## config.mk

```make
export PLATFORM = sky130hd
export DESIGN_NAME = half_to_single_widen
export DESIGN_NICKNAME = d
export VERILOG_FILES = /design/src/rtl/hsw_pkg.sv /design/src/rtl/hsw_classify.sv /design/src/rtl/hsw_lzc.sv /design/src/rtl/hsw_assemble.sv /design/src/rtl/half_to_single_widen.sv
export SDC_FILE = /design/constraint.sdc
export NUM_CORES = 1
export LEC_CHECK = 0
export BUFFER_PORTS_ARGS = -buffer_cell sky130_fd_sc_hd__buf_2
export CORE_MARGIN = 2
export CORE_UTILIZATION = 53
export CTS_CLUSTER_SIZE = 12
export DETAILED_ROUTE_END_ITERATION = 8
export GPL_TIMING_DRIVEN = 0
export HOLD_SLACK_MARGIN = 0.12
export MAX_ROUTING_LAYER = met4
export PLACE_DENSITY_LB_ADDON = 0.12
export SLEW_MARGIN = 0
export SYNTH_ARGS = -nofsm -noshare
export SYNTH_HDL_FRONTEND = slang
export SYNTH_SLANG_ARGS = --single-unit
export TNS_END_PERCENT = 5
```

## constraint.sdc

```tcl
create_clock -name clk -period 7.3 [get_ports clk]
set_clock_uncertainty 0.2 [all_clocks]
set_input_delay 0.73 -clock clk [delete_from_list [all_inputs] [get_ports clk]]
set_output_delay 0.73 -clock clk [all_outputs]
set_load 0.005 [all_outputs]
```

## src/rtl/hsw_pkg.sv

```systemverilog
package hsw_pkg;

  typedef enum logic [2:0] {
    KIND_ZERO = 3'd0,
    KIND_SUB  = 3'd1,
    KIND_NORM = 3'd2,
    KIND_INF  = 3'd3,
    KIND_QNAN = 3'd4,
    KIND_SNAN = 3'd5
  } fp_kind_e;

  function automatic logic kind_is_nan(input fp_kind_e k);
    return (k == KIND_QNAN) || (k == KIND_SNAN);
  endfunction

endpackage

```

## src/rtl/hsw_classify.sv

```systemverilog
module hsw_classify
  import hsw_pkg::*;
#(
  parameter int EXP_W  = 5,
  parameter int FRAC_W = 10
) (
  input  logic [EXP_W-1:0]  exp_i,
  input  logic [FRAC_W-1:0] frac_i,
  output fp_kind_e          kind_o
);

  localparam logic [EXP_W-1:0] EXP_TOP = {EXP_W{1'b1}};

  logic exp_min;
  logic exp_max;
  logic frac_nz;
  logic quiet_bit;

  assign exp_min   = (exp_i == '0);
  assign exp_max   = (exp_i == EXP_TOP);
  assign frac_nz   = |frac_i;
  assign quiet_bit = frac_i[FRAC_W-1];

  always_comb begin
    kind_o = KIND_NORM;
    if (exp_min) begin
      kind_o = frac_nz ? KIND_SUB : KIND_ZERO;
    end else if (exp_max) begin
      if (!frac_nz)       kind_o = KIND_INF;
      else if (quiet_bit) kind_o = KIND_QNAN;
      else                kind_o = KIND_SNAN;
    end
  end

endmodule

```

## src/rtl/hsw_lzc.sv

```systemverilog
module hsw_lzc #(
  parameter int W   = 10,
  parameter int CNT_W = $clog2(W + 1)
) (
  input  logic [W-1:0]     vec_i,
  output logic [CNT_W-1:0] cnt_o,
  output logic             all_zero_o
);

  logic [CNT_W-1:0] pos_cnt [W];

  genvar g;
  generate
    for (g = 0; g < W; g++) begin : g_pos
      assign pos_cnt[g] = CNT_W'(W - 1 - g);
    end
  endgenerate

  always_comb begin
    cnt_o = CNT_W'(W);
    for (int i = 0; i < W; i++) begin
      if (vec_i[i]) cnt_o = pos_cnt[i];
    end
  end

  assign all_zero_o = ~|vec_i;

endmodule

```

## src/rtl/hsw_assemble.sv

```systemverilog
module hsw_assemble
  import hsw_pkg::*;
#(
  parameter int IN_EXP_W   = 5,
  parameter int IN_FRAC_W  = 10,
  parameter int OUT_EXP_W  = 8,
  parameter int OUT_FRAC_W = 23,
  parameter int LZ_W       = $clog2(IN_FRAC_W + 1),
  parameter int OUT_W      = 1 + OUT_EXP_W + OUT_FRAC_W
) (
  input  fp_kind_e               kind_i,
  input  logic                   sign_i,
  input  logic [IN_EXP_W-1:0]    exp_i,
  input  logic [IN_FRAC_W-1:0]   frac_i,
  input  logic [LZ_W-1:0]        lz_i,
  input  logic                   dflt_nan_i,
  output logic [OUT_W-1:0]       word_o,
  output logic                   nv_o
);

  localparam int IN_BIAS  = (1 << (IN_EXP_W - 1)) - 1;
  localparam int OUT_BIAS = (1 << (OUT_EXP_W - 1)) - 1;
  localparam int FR_SH    = OUT_FRAC_W - IN_FRAC_W;
  localparam logic [OUT_EXP_W-1:0] REBIAS  = OUT_EXP_W'(OUT_BIAS - IN_BIAS);
  localparam logic [OUT_EXP_W-1:0] EXP_ALL = {OUT_EXP_W{1'b1}};
  localparam logic [OUT_W-1:0] CANON_NAN =
    {1'b0, EXP_ALL, 1'b1, {(OUT_FRAC_W-1){1'b0}}};

  logic [IN_FRAC_W-1:0]  sub_aligned;
  logic [OUT_FRAC_W-1:0] frac_norm;
  logic [OUT_FRAC_W-1:0] frac_sub;
  logic [OUT_FRAC_W-1:0] frac_nan;
  logic [OUT_EXP_W-1:0]  exp_norm;
  logic [OUT_EXP_W-1:0]  exp_sub;

  assign sub_aligned = frac_i << (lz_i + 1'b1);
  assign frac_norm   = {frac_i, {FR_SH{1'b0}}};
  assign frac_sub    = {sub_aligned, {FR_SH{1'b0}}};
  assign frac_nan    = {1'b1, frac_i[IN_FRAC_W-2:0], {FR_SH{1'b0}}};
  assign exp_norm    = OUT_EXP_W'(exp_i) + REBIAS;
  assign exp_sub     = REBIAS - OUT_EXP_W'(lz_i);

  always_comb begin
    word_o = '0;
    nv_o   = 1'b0;
    unique case (kind_i)
      KIND_ZERO: word_o = {sign_i, {(OUT_W-1){1'b0}}};
      KIND_SUB:  word_o = {sign_i, exp_sub, frac_sub};
      KIND_NORM: word_o = {sign_i, exp_norm, frac_norm};
      KIND_INF:  word_o = {sign_i, EXP_ALL, {OUT_FRAC_W{1'b0}}};
      KIND_QNAN, KIND_SNAN: begin
        word_o = dflt_nan_i ? CANON_NAN : {sign_i, EXP_ALL, frac_nan};
        nv_o   = (kind_i == KIND_SNAN);
      end
      default: word_o = '0;
    endcase
  end

endmodule

```

## src/rtl/half_to_single_widen.sv

```systemverilog
module half_to_single_widen
  import hsw_pkg::*;
#(
  parameter int IN_EXP_W   = 5,
  parameter int IN_FRAC_W  = 10,
  parameter int OUT_EXP_W  = 8,
  parameter int OUT_FRAC_W = 23,
  parameter int IN_W       = 1 + IN_EXP_W + IN_FRAC_W,
  parameter int OUT_W      = 1 + OUT_EXP_W + OUT_FRAC_W
) (
  input  logic             clk,
  input  logic             rst,
  input  logic             dflt_nan_i,
  input  logic [IN_W-1:0]  half_i,
  output logic [OUT_W-1:0] single_o,
  output logic             nv_flag_o
);

  localparam int LZ_W = $clog2(IN_FRAC_W + 1);
  localparam logic [IN_EXP_W-1:0]  IN_EXP_ALL  = {IN_EXP_W{1'b1}};
  localparam logic [OUT_EXP_W-1:0] OUT_EXP_ALL = {OUT_EXP_W{1'b1}};
  localparam logic [OUT_W-1:0] CANON_NAN_CHK =
    {1'b0, OUT_EXP_ALL, 1'b1, {(OUT_FRAC_W-1){1'b0}}};

  logic                 in_sign;
  logic [IN_EXP_W-1:0]  in_exp;
  logic [IN_FRAC_W-1:0] in_frac;
  fp_kind_e             kind;
  logic [LZ_W-1:0]      lz;
  logic                 lz_zero;
  logic [OUT_W-1:0]     word_c;
  logic                 nv_c;

  assign in_sign = half_i[IN_W-1];
  assign in_exp  = half_i[IN_W-2 -: IN_EXP_W];
  assign in_frac = half_i[IN_FRAC_W-1:0];

  hsw_classify #(
    .EXP_W  (IN_EXP_W),
    .FRAC_W (IN_FRAC_W)
  ) u_cls (
    .exp_i  (in_exp),
    .frac_i (in_frac),
    .kind_o (kind)
  );

  hsw_lzc #(
    .W     (IN_FRAC_W),
    .CNT_W (LZ_W)
  ) u_lzc (
    .vec_i      (in_frac),
    .cnt_o      (lz),
    .all_zero_o (lz_zero)
  );

  hsw_assemble #(
    .IN_EXP_W   (IN_EXP_W),
    .IN_FRAC_W  (IN_FRAC_W),
    .OUT_EXP_W  (OUT_EXP_W),
    .OUT_FRAC_W (OUT_FRAC_W),
    .LZ_W       (LZ_W),
    .OUT_W      (OUT_W)
  ) u_asm (
    .kind_i     (kind),
    .sign_i     (in_sign),
    .exp_i      (in_exp),
    .frac_i     (in_frac),
    .lz_i       (lz),
    .dflt_nan_i (dflt_nan_i),
    .word_o     (word_c),
    .nv_o       (nv_c)
  );

  always_ff @(posedge clk) begin
    if (rst) begin
      single_o  <= '0;
      nv_flag_o <= 1'b0;
    end else begin
      single_o  <= word_c;
      nv_flag_o <= nv_c;
    end
  end

  // a subnormal never reaches the assembler with an empty fraction
  always_comb begin
    if (!rst && kind == KIND_SUB) begin
      sub_nonempty_chk: assert (!lz_zero);
    end
  end


  reset_clear_chk: assert property (@(posedge clk)
    $past(rst) |-> (single_o == '0 && !nv_flag_o));


  snan_flag_chk: assert property (@(posedge clk) disable iff (rst || $past(rst))
    $past(half_i[IN_W-2 -: IN_EXP_W] == IN_EXP_ALL && half_i[IN_FRAC_W-1:0] != '0
          && !half_i[IN_FRAC_W-1]) |-> nv_flag_o);


  flag_quiet_chk: assert property (@(posedge clk) disable iff (rst || $past(rst))
    $past(half_i[IN_W-2 -: IN_EXP_W] != IN_EXP_ALL || half_i[IN_FRAC_W-1])
    |-> !nv_flag_o);


  canon_nan_chk: assert property (@(posedge clk) disable iff (rst || $past(rst))
    $past(dflt_nan_i && half_i[IN_W-2 -: IN_EXP_W] == IN_EXP_ALL
          && half_i[IN_FRAC_W-1:0] != '0) |-> (single_o == CANON_NAN_CHK));


  quiet_out_chk: assert property (@(posedge clk) disable iff (rst || $past(rst))
    $past(half_i[IN_W-2 -: IN_EXP_W] == IN_EXP_ALL && half_i[IN_FRAC_W-1:0] != '0)
    |-> (single_o[OUT_W-2 -: OUT_EXP_W] == OUT_EXP_ALL && single_o[OUT_FRAC_W-1]));


  zero_keep_chk: assert property (@(posedge clk) disable iff (rst || $past(rst))
    $past(half_i[IN_W-2:0] == '0)
    |-> (single_o[OUT_W-2:0] == '0 && single_o[OUT_W-1] == $past(half_i[IN_W-1])));


  inf_out_chk: assert property (@(posedge clk) disable iff (rst || $past(rst))
    $past(half_i[IN_W-2 -: IN_EXP_W] == IN_EXP_ALL && half_i[IN_FRAC_W-1:0] == '0)
    |-> (single_o == {$past(half_i[IN_W-1]), OUT_EXP_ALL, {OUT_FRAC_W{1'b0}}}));

endmodule

```

==> metrics.md, run 1 <==
| Metric | Value |
|---|---|
| Status | `finished clean` |
| Post-CTS resize count | `0` |
| Maxcap violations | `0` |
| Most frequent cells in the layout | `36 x buf_2, 19 x dfxtp_1, 18 x nor2_1` |
| Worst-path clk slew | `~0.11 ns` |
| Fin. Hold Viols | `0` |
| Setup Crit Path Kind | `input pin to register` |
| Root Driver | `clkbuf_4` |
| Largest net degree at the start of global routing | `11` |
| Setup_tns | `0 ns` |
| Die H | `~55 um` |
| Data arrival, critical path | `between 3 and 4 ns` |
| Fin crit share | `a little over two fifths` |
| Wire per inst | `around 14 um` |
| VDD IR max | `approximately 0.00010 V` |
| Largest area contributor in the netlist | `dfxtp_1` |
| Area of the core | `between 2000 and 2500 um2` |
| Lkg Pwr | `just under 0.8 nW` |
| TritonCTS Buffers | `3` |
| Total Wirelength | `3540 um` |
| Crit Path Max Fanout | `10` |
| Initial core utilization | `55.9%` |
| Pwr Density | `145 nW/um2` |
| Sequential fraction of the synthesis area | `a little over a quarter` |
| Max-slew violations | `0` |
| Placed cell count | `around 250` |
| CTS hold repair buffers | `0` |
| First-pass GRT wire length | `roughly 5700 um` |
| DRT Pass-1 Iters | `4` |
| #FFs+latches synth | `19` |
| Clock Tree Buf Depth | `2` |
| Setup bufs post-CTS | `0` |
| Initial antenna violation count | `0` |
| Area grow syn2layout | `19.1%` |
| Synth top area cells | `dfxtp_1 27%, buf_4 8.1%, nor2_1 4.9%, nand2_1 3.5%, a21oi_1 2.9%` |
| Top-Level Pins | `52` |
| CP Data Required Time | `about 7.3 ns` |
| Tot Pwr | `~240 uW` |
| Post-synth ARST share | `0%` |
| Final setup fails | `0` |
| Top-area cell type share of the netlist area | `27.5%` |
| Ant diodes | `0` |
| # DRC | `0` |
| Library cells used by synthesis | `54` |
| GPL Wtd Cong | `0.960` |
| Number of routed nets with antenna violations | `0` |
| Worst-Margin Slew | `between 0.5 and 0.6 ns` |
| Placement row count | `18` |
| CP Launch Type | `input pin` |
| Netlist Area Pre-Place | `between 1000 and 1500 um2` |
| Ys Warns | `0` |
| Vias/cell | `roughly 5.7` |
| Vias in the first global route | `1292` |
| Detailed Route Iter0 Violations | `34` |
| DP HPWL | `~2800 um` |
| Min Tclk post-route | `roughly 3.2 ns` |
| Chip width | `55.1 um` |
| CTS tree | `built` |
| RSZ-0062 raised after global routing | `false` |
| Synthesized instance count | `174` |
| Syn_area_per_cell | `roughly 8.0 um2` |
| Routed vias | `about 1.4k` |
| Gr ovfl total | `0` |
| Slew margin rel. | `a little over three fifths` |
| Die area | `around 3000 um2` |
| Min Hold Slack | `around 0.5 ns` |
| Achievable Freq | `between 300 and 400 MHz` |
| Number of synthesized flops with an enable pin | `0` |
| Final Non-Filler Cells | `251` |
| Post-layout nets | `243` |
| CP Capture Type | `register` |
| Total GRT Usage | `a little over a quarter` |
| Layout cells sized above 1 | `between 20 and 30%` |
| Clock sinks | `19` |
| Buffers on Ports | `31` |
| Worst hold path class | `input pin to register` |
| Most common cell after layout, fill and taps aside | `buf_2` |
| Primary FF master, synth | `dfxtp_1` |
| Htree depth | `1` |
layout make-up:
class,count,area [um2]
plain buffers,25,171
repair buffers,31,155
well taps,30,37.5
clock buffers,4,26.3
fillers,227,828
inverters,8,30.0
flip-flops and latches,19,380
multi-input cells,134,848
critical path, stage by stage:
cell and delay, ns:
buf_2 0.15, nand2b_1 0.16, a221o_1 0.30, a21oi_2 0.22, buf_4 0.24, inv_1 0.06
ha_1 0.38, clkinv_1 0.27, o21ai_0 0.14, o21ai_0 0.10, nand3_1 0.09, o21ai_1 0.06
a221o_1 0.26
cell usage after synthesis, drive strengths merged (2+ instances only):
| cell | count |
|---|---|
| buf | 22 |
| dfxtp | 19 |
| nor2 | 19 |
| nand2 | 13 |
| a21oi | 9 |
| inv | 7 |
| o21ai | 7 |
| nand3 | 6 |
| nor3 | 6 |
| o211ai | 5 |
| and3 | 4 |
| mux2i | 4 |
| nor3b | 4 |
| a211oi | 3 |
| a31oi | 3 |
| clkbuf | 3 |
| nand2b | 3 |
| a221o | 2 |
| a32o | 2 |
| ha | 2 |
| nand4 | 2 |
| nor2b | 2 |
| nor4 | 2 |
| o31ai | 2 |
| or4 | 2 |
| xnor2 | 2 |
cell families after synthesis:
logic type,after synthesis,synth area share [%]
AOI/OAI and AO/OA,43,22.8
adders and majority gates,2,1.81
DFF,19,27.5
other,1,0.271
xor gates and xnor gates,3,2.44
muxes,6,5.33
and+or+nand+nor,67,25.4
buffers and inverters,33,14.5
per-layer routing:
| metal | vias to the layer above | GRT usage, % | part of all wire, % |
|---|---|---|---|
| met5 | - | - | 0 |
| met4 | 0 | 11.4 | 1.6 |
| met3 | 6 | 2.42 | 5.8 |
| met2 | 57 | 44.2 | 49 |
| met1 | 670 | 32.6 | 44 |
| li1 | 688 | - | - |
stage by stage:
stage          instance area (um2)  setup slack, ns  util [%]
2_1_floorplan                 1430             4.17         -
3_3_place_gp                  1620             3.86      65.5
3_5_place_dp                  1620             3.86      65.5
4_1_cts                       1650             4.15      66.6
5_1_grt                       1650             3.97      66.6
6_report                      1650             4.12      66.6
path summary, 6_finish.rpt:
path                   start  cells past startpoint  slack [ns]           end
setup / recovery   half_i[1]                     13        4.12  single_o[21]
hold / removal    half_i[15]                      2        0.49  single_o[31]
flip-flops by register name, summed over array words and instances (netlist names):
name,count
nv_flag_o,1
single_o,18
power by group:
group / internal (mW) / total (mW) / switching (mW)
Combinational: 0.0326 / 0.0739 / 0.0413
Clock: 0.0213 / 0.0536 / 0.0323
Sequential: 0.110 / 0.111 / 0.00125
Total: 0.164 / 0.238 / 0.0748
Power figures use the tool's default switching activity.
==> run 2: changes to the inputs <==
- CORE_UTILIZATION: 53 -> 44
- clock period: 7.3 -> 2.7 ns (I/O delays scaled with it)
==> run 2 against run 1 <==
  * Sequential power rose to 2.7 times the previous value
  * Critical path depth fell by 3
  * Sequential share of layout area fell by 1.8 points
  * Die area rose by 19%
  * Non-clock buffer count rose by 11
  * Design area rose by 8.3%
  * Count of clock-buffer cells in the layout did not move
  * Combinational power rose to 2.9 times the previous value
  * Flip-flop and latch count did not move
  * Largest power group unchanged
==> metrics.md, run 2 (same netlist as run 1, synthesis figures left out) <==
| Metric | Value |
|---|---|
| Status | `finished clean` |
| DRT Pass-1 Iters | `4 (unchanged)` |
| First-pass GRT wire length | `5970 um (+5.6%)` |
| Clock Tree Buf Depth | `2 (unchanged)` |
| Slew margin rel. | `61.1% (-1.7 points)` |
| Detailed Route Iter0 Violations | `56 (+65%)` |
| Setup Crit Path Kind | `input pin to register` |
| Most common cell after layout, fill and taps aside | `buf_2` |
| Slowest cell on crit path | `or4_1` |
| Placed Instance Area | `1640 um2 (+1.1%)` |
| Initial core utilization | `45.7% (-10 points)` |
| Total Wirelength | `3590 um (+1.4%)` |
| Initial antenna violation count | `0 (unchanged)` |
| Placement row count | `20 (+2)` |
| Post-layout nets | `254 (+4.5%)` |
| Data arrival, critical path | `2.59 ns (-0.58 ns)` |
| Most frequent cells in the layout | `36 x buf_2, 19 x dfxtp_1, 18 x nor2_1` |
| Pwr Density | `374 nW/um2 (+160%)` |
| Fin. Hold Viols | `0 (unchanged)` |
| Clock power share | `22.8% (+0.3 points)` |
| Crit path launch | `half_i[1]` |
| Max FFs per register | `18 (unchanged)` |
| Switching Fraction | `31.8% (+0.42 points)` |
| Min Tclk post-route | `2.54 ns` |
| Number of routed nets with antenna violations | `0 (unchanged)` |
| Vias in the first global route | `1276 (-1.2%)` |
| Total GRT Usage | `22.5% (-4.0 points)` |
| TritonCTS Buffers | `3 (unchanged)` |
| Largest net degree at the start of global routing | `11 (unchanged)` |
| Gate power share | `32.3% (+1.3 points)` |
| CP cell instances | `buf_2 -> nand2b_1 -> a221o_1 -> a21oi_2 -> buf_6 -> inv_1 -> ha_2 -> clkinv_2 -> or4_1 -> o211ai_2` |
| Tot Pwr | `667 uW (+180%)` |
| Max-slew violations | `0 (unchanged)` |
| Top-Level Pins | `52 (unchanged)` |
| Maxcap violations | `0 (unchanged)` |
| GPL Wtd Cong | `0.917 (-4.4%)` |
| Wire per inst | `13.0 um (-7.8%)` |
| Worst path bufs/invs | `4 (unchanged)` |
| Setup bufs post-CTS | `0 (unchanged)` |
| Htree depth | `1 (unchanged)` |
| Worst hold path class | `input pin to register` |
| RSZ-0062 raised after global routing | `false` |
| Fin crit share | `94.2%` |
| Layout cells sized above 1 | `29.7% (-0.12 points)` |
| Post-Layout Inst Area | `1790 um2 (+8.3%)` |
| Delay of the slowest critical-path stage | `0.57 ns (+0.19 ns)` |
| Final setup fails | `0 (unchanged)` |
| Area of the core | `3030 um2 (+22%)` |
| Most flops, register | `single_o` |
| Final core occ | `59.0% (-7.6 points)` |
| DP HPWL | `2670 um (-3.4%)` |
| Cell-internal power | `455 uW (+180%)` |
| CTS tree | `built` |
| Root Driver | `clkbuf_4` |
| Lkg Pwr | `0.835 nW (+6.7%)` |
| Biggest regs | `single_o: 18 flops, nv_flag_o: 1 flops` |
| NetSw | `212 uW (+180%)` |
| Worst-path clk slew | `0.11 ns (about the same)` |
| Crit Path Max Fanout | `10 (unchanged)` |
| Ant diodes | `0 (unchanged)` |
| HP Start | `half_i[0]` |
| Die H | `60.1 um (+9.0%)` |
| CP Launch Type | `input pin` |
| Area grow syn2layout | `28.9%` |
| Buffers on Ports | `31 (unchanged)` |
| Routed vias | `1400 (-1.5%)` |
| Family with the most delay on the worst path | `simple AND/OR/NAND/NOR gates` |
| Clock sinks | `19 (unchanged)` |
| Chip width | `60.1 um (+9.0%)` |
| # DRC | `0 (unchanged)` |
| Worst-Margin Slew | `0.579 ns (+0.0254 ns)` |
| Achievable Freq | `about 390 MHz` |
| Vias/cell | `5.07 (-10%)` |
| Flop pwr share | `44.9% (-1.6 points)` |
| CP Data Required Time | `2.74 ns (-4.55 ns)` |
| Gr ovfl total | `0 (unchanged)` |
| CP Capture Type | `register` |
| VDD IR max | `0.000128 V (+27%)` |
| Die area | `3610 um2 (+19%)` |
## run 2: area by class of cell
class	count	area [um2]
fill	284	1240
multi-input combinational	134	851
sequential	19	380
timing repair buffer	42	265
buffer	25	176
tap	44	55.1
inverter	8	31.3
clock buffer	4	26.3
## run 2: worst paths after layout
check             slack [ns]  cells past startpoint            to
setup / recovery        0.16                     10  single_o[18]
hold / removal          0.12                      2  single_o[13]
## run 2: timing repair
action	4_1_cts	5_1_grt
resized for setup	1	4
endpoints found under the hold margin	10	0
hold buffers	11	0
setup endpoints to repair	2	8
## run 2: metrics by stage
stage / instances / setup slack (ns) / setup TNS, ns / hold slack [ns]
2_1_floorplan: 186 / 0.0324 / 0 / 0.187
3_3_place_gp: 261 / -0.348 / -2.19 / 0.316
3_5_place_dp: 261 / -0.340 / -2.17 / 0.317
4_1_cts: 276 / 0.0217 / 0 / 0.130
5_1_grt: 276 / 0.00114 / 0 / 0.125
6_report: 276 / 0.157 / 0 / 0.115
## run 2: metal layers
metal | part of all wire (%) | vias to the layer above | GRT usage, %
li1 | - | 718 | -
met1 | 48 | 616 | 30.5
met2 | 44 | 61 | 34.3
met3 | 6.4 | 5 | 2.81
met4 | 1.4 | 0 | 7.62
met5 | 0 | - | -
## run 2: power groups by stage
stage	Sequential, mW	Clock, mW	Combinational, mW
finish	0.299	0.152	0.215
global route	0.301	0.164	0.240
floorplan	0.310	0	0.135
global placement	0.306	0	0.197
CTS	0.300	0.146	0.211
detailed placement	0.306	0	0.197
